### src/rtl/dmasel_pkg.sv
package dmasel_pkg;

   localparam int MODE_W = 8;

   typedef enum logic [1:0] {
      CLS_SWORD = 2'd0,
      CLS_MWORD = 2'd1,
      CLS_ULTRA = 2'd2
   } xfer_cls_e;

   localparam logic [MODE_W-1:0] SWORD_BASE = 8'h10;
   localparam logic [MODE_W-1:0] MWORD_BASE = 8'h20;
   localparam logic [MODE_W-1:0] ULTRA_BASE = 8'h40;

   // Highest Ultra mode index usable without a qualified cable
   localparam int ULTRA_SAFE_TOP = 2;

   function automatic logic [MODE_W-1:0] cls_base(input xfer_cls_e c);
      case (c)
         CLS_ULTRA: cls_base = ULTRA_BASE;
         CLS_MWORD: cls_base = MWORD_BASE;
         default:   cls_base = SWORD_BASE;
      endcase
   endfunction

endpackage

### src/rtl/dmasel_msb.sv
module dmasel_msb #(
   parameter  int W  = 7,
   localparam int IW = (W > 1) ? $clog2(W) : 1
) (
   input  logic [W-1:0]  vec_i,
   output logic          any_o,
   output logic [IW-1:0] idx_o
);

   generate
      if (W < 1) begin : g_bad_w
         $error("dmasel_msb: W must be at least 1");
      end
   endgenerate

   always_comb begin
      any_o = |vec_i;
      idx_o = '0;
      for (int i = 0; i < W; i++) begin
         if (vec_i[i]) idx_o = IW'(i);
      end
   end

endmodule

### src/rtl/dmasel_cls_mask.sv
module dmasel_cls_mask
   import dmasel_pkg::*;
#(
   parameter xfer_cls_e CLS   = CLS_ULTRA,
   parameter int        W     = 7,
   parameter int        LEG_W = 8
) (
   input  logic [W-1:0]      drv_mask_i,
   input  logic [W-1:0]      host_mask_i,
   input  logic              word_ok_i,
   input  logic [LEG_W-1:0]  legacy_i,
   input  logic [MODE_W-1:0] req_mode_i,
   input  logic              cable_ok_i,
   output logic [W-1:0]      mask_o
);

   logic [W-1:0] common;

   assign common = word_ok_i ? (host_mask_i & drv_mask_i) : '0;

   generate
      if (CLS == CLS_ULTRA) begin : g_ultra
         localparam int LOW_BITS = ULTRA_SAFE_TOP + 1;
         localparam logic [W-1:0] LOW_KEEP = W'((1 << LOW_BITS) - 1);
         localparam logic [MODE_W-1:0] FAST_LIMIT =
            ULTRA_BASE + MODE_W'(ULTRA_SAFE_TOP);

         if (W <= LOW_BITS) begin : g_bad_w
            $error("dmasel_cls_mask: Ultra width too small for cable rule");
         end

         logic fast_req;
         logic fast_bits;
         logic cut;

         assign fast_req  = req_mode_i > FAST_LIMIT;
         assign fast_bits = |(common & ~LOW_KEEP);
         assign cut       = fast_req && fast_bits && !cable_ok_i;
         assign mask_o    = cut ? (common & LOW_KEEP) : common;

         logic unused_ultra;
         assign unused_ultra = ^legacy_i;
      end else if (CLS == CLS_MWORD) begin : g_mword
         assign mask_o = common;

         logic unused_mword;
         assign unused_mword = ^{legacy_i, req_mode_i, cable_ok_i};
      end else begin : g_sword
         localparam logic [LEG_W-1:0] LEG_TOP = LEG_W'(W - 1);

         logic [W-1:0] legacy_mask;

         always_comb begin
            legacy_mask = '0;
            if (legacy_i <= LEG_TOP) begin
               for (int i = 0; i < W; i++) begin
                  if (LEG_W'(i) <= legacy_i) legacy_mask[i] = 1'b1;
               end
            end
         end

         // legacy timing is the fallback when the word is not valid
         assign mask_o = word_ok_i ? common : (legacy_mask & host_mask_i);

         logic unused_sword;
         assign unused_sword = ^{req_mode_i, cable_ok_i};
      end
   endgenerate

endmodule

### src/rtl/dmasel_cls_pick.sv
module dmasel_cls_pick
   import dmasel_pkg::*;
#(
   parameter xfer_cls_e CLS   = CLS_ULTRA,
   parameter int        W     = 7,
   parameter int        LEG_W = 8
) (
   input  logic [W-1:0]      drv_mask_i,
   input  logic [W-1:0]      host_mask_i,
   input  logic              word_ok_i,
   input  logic [LEG_W-1:0]  legacy_i,
   input  logic [MODE_W-1:0] req_mode_i,
   input  logic              cable_ok_i,
   output logic              hit_o,
   output logic [MODE_W-1:0] mode_o
);

   localparam int IW = (W > 1) ? $clog2(W) : 1;
   localparam logic [MODE_W-1:0] BASE = cls_base(CLS);

   logic [W-1:0]  mask;
   logic          any;
   logic [IW-1:0] idx;
   logic          reach;

   dmasel_cls_mask #(
      .CLS   (CLS),
      .W     (W),
      .LEG_W (LEG_W)
   ) mask_i (
      .drv_mask_i  (drv_mask_i),
      .host_mask_i (host_mask_i),
      .word_ok_i   (word_ok_i),
      .legacy_i    (legacy_i),
      .req_mode_i  (req_mode_i),
      .cable_ok_i  (cable_ok_i),
      .mask_o      (mask)
   );

   dmasel_msb #(
      .W (W)
   ) msb_i (
      .vec_i (mask),
      .any_o (any),
      .idx_o (idx)
   );

   // a class below the request ceiling's reach is skipped
   assign reach  = req_mode_i >= BASE;
   assign hit_o  = reach && any;
   assign mode_o = BASE + MODE_W'(idx);

endmodule

### src/rtl/dma_mode_sel.sv
module dma_mode_sel
   import dmasel_pkg::*;
#(
   parameter int UDMA_W = 7,
   parameter int MW_W   = 3,
   parameter int SW_W   = 3,
   parameter int LEG_W  = 8
) (
   input  logic              clk_i,
   input  logic              rst_ni,
   input  logic              req_i,
   input  logic [7:0]        req_mode_i,
   input  logic [2:0]        id_valid_i,
   input  logic [UDMA_W-1:0] drv_udma_i,
   input  logic [MW_W-1:0]   drv_mword_i,
   input  logic [SW_W-1:0]   drv_sword_i,
   input  logic [LEG_W-1:0]  drv_legacy_i,
   input  logic [UDMA_W-1:0] host_udma_i,
   input  logic [MW_W-1:0]   host_mword_i,
   input  logic [SW_W-1:0]   host_sword_i,
   input  logic              cable_ok_i,
   input  logic              non_disk_i,
   input  logic              host_no_atapi_dma_i,
   output logic              vld_o,
   output logic [7:0]        mode_o
);

   localparam int NCLS = 3;
   localparam logic [MODE_W-1:0] CUT_CEIL = ULTRA_BASE + MODE_W'(ULTRA_SAFE_TOP);

   generate
      if (UDMA_W < ULTRA_SAFE_TOP + 2 || UDMA_W > 16) begin : g_bad_udma
         $error("dma_mode_sel: UDMA_W out of range");
      end
      if (MW_W < 1 || MW_W > 16) begin : g_bad_mw
         $error("dma_mode_sel: MW_W out of range");
      end
      if (SW_W < 1 || SW_W > 16) begin : g_bad_sw
         $error("dma_mode_sel: SW_W out of range");
      end
      if (LEG_W < 2) begin : g_bad_leg
         $error("dma_mode_sel: LEG_W too small");
      end
   endgenerate

   // Index 0 is the highest priority class
   logic [NCLS-1:0]   hit;
   logic [MODE_W-1:0] cand [NCLS];

   logic unused_valid0;
   assign unused_valid0 = id_valid_i[0];

   // Ultra word trusted only with validity bit 2
   dmasel_cls_pick #(
      .CLS   (CLS_ULTRA),
      .W     (UDMA_W),
      .LEG_W (LEG_W)
   ) ultra_i (
      .drv_mask_i  (drv_udma_i),
      .host_mask_i (host_udma_i),
      .word_ok_i   (id_valid_i[2]),
      .legacy_i    (drv_legacy_i),
      .req_mode_i  (req_mode_i),
      .cable_ok_i  (cable_ok_i),
      .hit_o       (hit[0]),
      .mode_o      (cand[0])
   );

   // multiword and single-word words need validity bit 1
   dmasel_cls_pick #(
      .CLS   (CLS_MWORD),
      .W     (MW_W),
      .LEG_W (LEG_W)
   ) mword_i (
      .drv_mask_i  (drv_mword_i),
      .host_mask_i (host_mword_i),
      .word_ok_i   (id_valid_i[1]),
      .legacy_i    (drv_legacy_i),
      .req_mode_i  (req_mode_i),
      .cable_ok_i  (cable_ok_i),
      .hit_o       (hit[1]),
      .mode_o      (cand[1])
   );

   dmasel_cls_pick #(
      .CLS   (CLS_SWORD),
      .W     (SW_W),
      .LEG_W (LEG_W)
   ) sword_i (
      .drv_mask_i  (drv_sword_i),
      .host_mask_i (host_sword_i),
      .word_ok_i   (id_valid_i[1]),
      .legacy_i    (drv_legacy_i),
      .req_mode_i  (req_mode_i),
      .cable_ok_i  (cable_ok_i),
      .hit_o       (hit[2]),
      .mode_o      (cand[2])
   );

   // first hitting class in priority order wins
   logic [MODE_W-1:0] winner;
   always_comb begin
      winner = '0;
      for (int c = NCLS - 1; c >= 0; c--) begin
         if (hit[c]) winner = cand[c];
      end
   end

   // clamp, inhibit, empty result
   logic              inhibit;
   logic [MODE_W-1:0] result;

   assign inhibit = non_disk_i && host_no_atapi_dma_i;

   always_comb begin
      if (inhibit)                 result = '0;
      else if (winner > req_mode_i) result = req_mode_i;
      else                         result = winner;
   end

   // registered result with one-cycle valid
   logic              vld_q;
   logic [MODE_W-1:0] mode_q;

   always_ff @(posedge clk_i or negedge rst_ni) begin
      if (!rst_ni) begin
         vld_q  <= 1'b0;
         mode_q <= '0;
      end else begin
         vld_q <= req_i;
         if (req_i) mode_q <= result;
      end
   end

   assign vld_o  = vld_q;
   assign mode_o = mode_q;


   vld_follows_req_chk: assert property (@(posedge clk_i) disable iff (!rst_ni)
      req_i |=> vld_o);


   vld_idle_low_chk: assert property (@(posedge clk_i) disable iff (!rst_ni)
      !req_i |=> !vld_o);


   mode_hold_chk: assert property (@(posedge clk_i) disable iff (!rst_ni)
      !req_i |=> $stable(mode_o));


   clamp_ceiling_chk: assert property (@(posedge clk_i) disable iff (!rst_ni)
      vld_o |-> mode_o <= $past(req_mode_i));


   inhibit_zero_chk: assert property (@(posedge clk_i) disable iff (!rst_ni)
      req_i && non_disk_i && host_no_atapi_dma_i |=> mode_o == 8'h00);


   cable_cut_chk: assert property (@(posedge clk_i) disable iff (!rst_ni)
      req_i && !cable_ok_i |=> mode_o <= CUT_CEIL);

endmodule

### config.mk
export PLATFORM = sky130hd
export DESIGN_NAME = dma_mode_sel
export DESIGN_NICKNAME = d
export VERILOG_FILES = /design/src/rtl/dmasel_pkg.sv /design/src/rtl/dmasel_msb.sv /design/src/rtl/dmasel_cls_mask.sv /design/src/rtl/dmasel_cls_pick.sv /design/src/rtl/dma_mode_sel.sv
export SDC_FILE = /design/constraint.sdc
export NUM_CORES = 1
export LEC_CHECK = 0
export ABC_AREA = 1
export BUFFER_PORTS_ARGS = -buffer_cell sky130_fd_sc_hd__buf_2
export CORE_MARGIN = 2
export CORE_UTILIZATION = 40
export DETAILED_ROUTE_END_ITERATION = 10
export GPL_ROUTABILITY_DRIVEN = 0
export GPL_TIMING_DRIVEN = 0
export PLACE_DENSITY = 0.76
export REMOVE_ABC_BUFFERS = 1
export SLEW_MARGIN = 10
export SYNTH_ARGS = -nofsm -noshare
export SYNTH_HDL_FRONTEND = slang
export SYNTH_SLANG_ARGS = --single-unit
### constraint.sdc
create_clock -name clk_i -period 0.8 [get_ports clk_i]
set_input_delay 0.16 -clock clk_i [delete_from_list [all_inputs] [get_ports clk_i]]
set_output_delay 0.16 -clock clk_i [all_outputs]
set_load 0.005 [all_outputs]
==> impl_metrics.yaml <==
global_route:
  antenna_found_initial: 0
  grt_max_degree: 10
  grt_pass1_wl_um: 4878
  grt.total_usage_pct: 18.77
  gr-total-overflow: 0
  grt_pass1_vias: 1215
sta:
  finClkSkew_ns: 0
  fmax_mhz: 478.4
  min_period_over_period_pct: 261.3
  hold_slack_ns: 0.04421
  setup_violations: 16
  slew_headroom_pct: 80.06
  finalHoldViolCount: 0
  worst_slew_pin_slew_ns: 0.2988
  fin_crit_ns: 2.090
  rsz0062_at_grt: "yes"
  setup_slack_ns: -1.290
  slew_violations: 0
pwr:
  power.net_switching_w: 0.0007199
  power_leakage_nw: 0.9889
  seq_power_share_pct: 27.9
  pwr-share-comb_pct: 53.5
  vdd_drop_max_v: 0.0009930
  power_density_mw_per_mm2: 1068
  p_sw_share_pct: 37.94
  p_int_w: 0.001177
  clkPwrFrac_pct: 18.6
setup_path:
  critPathKind: "in -> reg"
  rrSetupSlack_ns: -0.07
  ff2ff_path_depth: 4
  crit_fanout: 5
  r2r-end: "mode_o[3]$_DFFE_PN0P_"
  worst_setup_path_end_kind: "flop"
  crit_start: "req_mode_i[7]"
  worst_setup_path_start_kind: "input port"
  rr_startpoint: "mode_o[3]$_DFFE_PN0P_"
  worstPathArrival_ns: 2.25
  required_ns: 0.96
logic_synthesis:
  synth_top_family_by_area: "simple AND/OR/NAND/NOR gates"
  seq_area_frac_synth_pct: 20.79
  synth_cells: 169
  ys_ff_latch: 9
  synth.area.top_cells: "dfrtp_1 21%, nand2_1 16%, inv_1 7.3%, ha_1 6.9%, nand3_1 6.9%"
  syn-cell-area_sq_mm: 0.001084
  yosys-mux-area-fraction_pct: 0
  syn-mean-instance-area_sq_um: 6.411
  yosys-top-cells-count: "46 x nand2_1, 21 x inv_1, 15 x nand3_1"
  yosysMostFrequentCell: "nand2_1"
  synth_cell_types: 30
  synth_edf_count: 0
  synthXorXnorAreaFrac_pct: 0
  synth-compound-area-share_pct: 14.43
  synthArstFlopShare_pct: 100.0
  netlist.area_leader.share_pct: 20.79
  yosysWarnings: 0
  synth_top_area_cell: "dfrtp_1"
  yosys.area_share.simple_pct: 45.84
  ys.flop_type: "dfrtp_1"
  synthAdderAreaFrac_pct: 6.928
worst_hold_path:
  worstHoldPathCells: 1
  hold_path_class: "in -> reg"
  holdCritStartpoint: "req_i"
  min_to: "vld_o$_DFF_PN0_"
clock_tree:
  tritoncts: "yes"
  clk_latency_ns: 0.26
  clk_pin_slew_ns: 0.06
  htree_levels: 1
  cts_buffers: 3
  clockBufferDepth: 2
  cts_sinks: 9
  root_buffer: "clkbuf_4"
route:
  vias: 1336
  drt_first_pass_iters: 4
  drc: 0
  routed_wl_um: 2957
  wire_per_inst_um: 10.75
  drt-initial-drc-count: 10
  via_per_inst: 4.858
  ant_nets: 0
floorplanning:
  core_sq_mm: 0.002522
  fp-row-count: 18
  fp.dieW_um: 56.05
  die-height_um: 56.05
  start_util_pct: 42.96
  io_pins: 60
  die_area_sq_mm: 0.003141
cells_and_area:
  finish.utilization_pct: 70.44
  diodes: 0
  nNetsFinal: 303
  fillers: 219
  area_growth_pct: 63.97
  drive_gt1_share_pct: 58.78
  final_area_sq_mm: 0.001777
place:
  place_area_sq_mm: 0.001400
  dp_hpwl_um: 2166
  numPortBuffers: 58
status:
  violations: "negative setup slack"
  status: "finished, violations left"
flow_run:
  maxCapViolations: 0
-- worst max path at each step --
stage | endpoint | slack, ns | cells after the start
after CTS | mode_o[0]$_DFFE_PN0P_ | -1.28 | 21
after detailed placement | mode_o[0]$_DFFE_PN0P_ | -1.76 | 21
after global placement | mode_o[1]$_DFFE_PN0P_ | -1.74 | 21
after global routing | mode_o[0]$_DFFE_PN0P_ | -1.45 | 21
final | mode_o[0]$_DFFE_PN0P_ | -1.29 | 21
after floorplan | mode_o[0]$_DFFE_PN0P_ | -1.35 | 20
-- sequential cells by signal (all words and copies together) (netlist names) --
signal	flops
mode_o	8
vld_o	1
-- metal layers --
layer | global-route usage, % | vias to the layer above | wire length (um)
met5 | 0 | - | 0
met3 | 3.023 | 4 | 171
met1 | 22.86 | 581 | 1249
li1 | - | 702 | -
met2 | 33.28 | 49 | 1510
met4 | 6.122 | 0 | 26
-- cell usage in the layout (no fill, tap or decap), types with 2 or more instances in the layout --
master,netlist,final
buf_2,0,53
nand2_1,46,37
inv_1,21,16
nand3_1,15,13
nand2_2,4,12
buf_4,0,12
inv_2,9,11
dfrtp_1,9,9
nand3_2,7,7
nor2_2,4,7
o21ai_2,3,6
nor2_1,12,5
o21ai_1,4,5
buf_6,1,5
nor2_4,0,4
o21ai_0,9,4
ha_1,6,4
nand3_4,1,3
nand2_4,1,3
clkbuf_4,0,3
inv_4,1,2
nand4_1,2,2
a21oi_2,0,2
ha_4,0,2
-- logic make-up after synthesis --
family / Yosys count
AO/OA/AOI/OAI: 25
adder cells (fa/ha/maj): 6
buffers and inverters: 32
flip-flops: 9
AND/OR/NAND/NOR: 97
-- critical path: stages --
cell	delay (ns)
buf_8	0.11
nor2_4	0.12
inv_2	0.06
nor2_4	0.10
a31oi_2	0.05
nor2_2	0.15
nand2_1	0.09
o22ai_2	0.14
nand2_2	0.08
and2_4	0.17
ha_4	0.15
inv_2	0.05
a21oi_2	0.05
o21ai_1	0.12
nand4_1	0.12
nand2_2	0.16
nand2_8	0.10
o21ai_4	0.13
inv_2	0.04
nand2_2	0.05
nand2_1	0.04
-- power groups by stage --
| stage | logic, W | registers [W] | clock network [W] |
|---|---|---|---|
| finish | 0.00101 | 0.000529 | 0.000353 |
| global placement | 0.000689 | 0.000536 | 0 |
| detailed placement | 0.000701 | 0.000538 | 0 |
| CTS | 0.000890 | 0.000528 | 0.000352 |
| global route | 0.00112 | 0.000533 | 0.000385 |
| floorplan | 0.000414 | 0.000545 | 0 |
-- repair_timing --
| item | 4_1_cts | 5_1_grt |
|---|---|---|
| pin swaps | 18 | 26 |
| hold endpoints to repair | 9 | 0 |
| setup buffers | 11 | 2 |
| gates resized for setup | 30 | 39 |
| hold buffers | 1 | 0 |
| setup endpoints to repair | 16 | 16 |
| gates cloned | 1 | 0 |
-- layout make-up --
class / instances / area (sq um) / area share, %
tap: 30 / 37.54 / 2.113
clock buffer: 4 / 26.28 / 1.479
inverter: 31 / 131.4 / 7.394
sequential: 9 / 225.2 / 12.68
timing repair buffer: 72 / 436.7 / 24.58
multi-input combinational: 129 / 919.6 / 51.76
-- stage by stage --
step	power, W	instances	TNS (ns)	setup slack, ns
finish	0.001897	275	-9.819	-1.290
global route	0.002037	275	-11.16	-1.451
CTS	0.001769	273	-9.744	-1.280
detailed placement	0.001239	256	-11.98	-1.759
global placement	0.001225	256	-11.84	-1.737
floorplan	0.0009593	168	-9.069	-1.350
(Power assumes the default switching activity.)
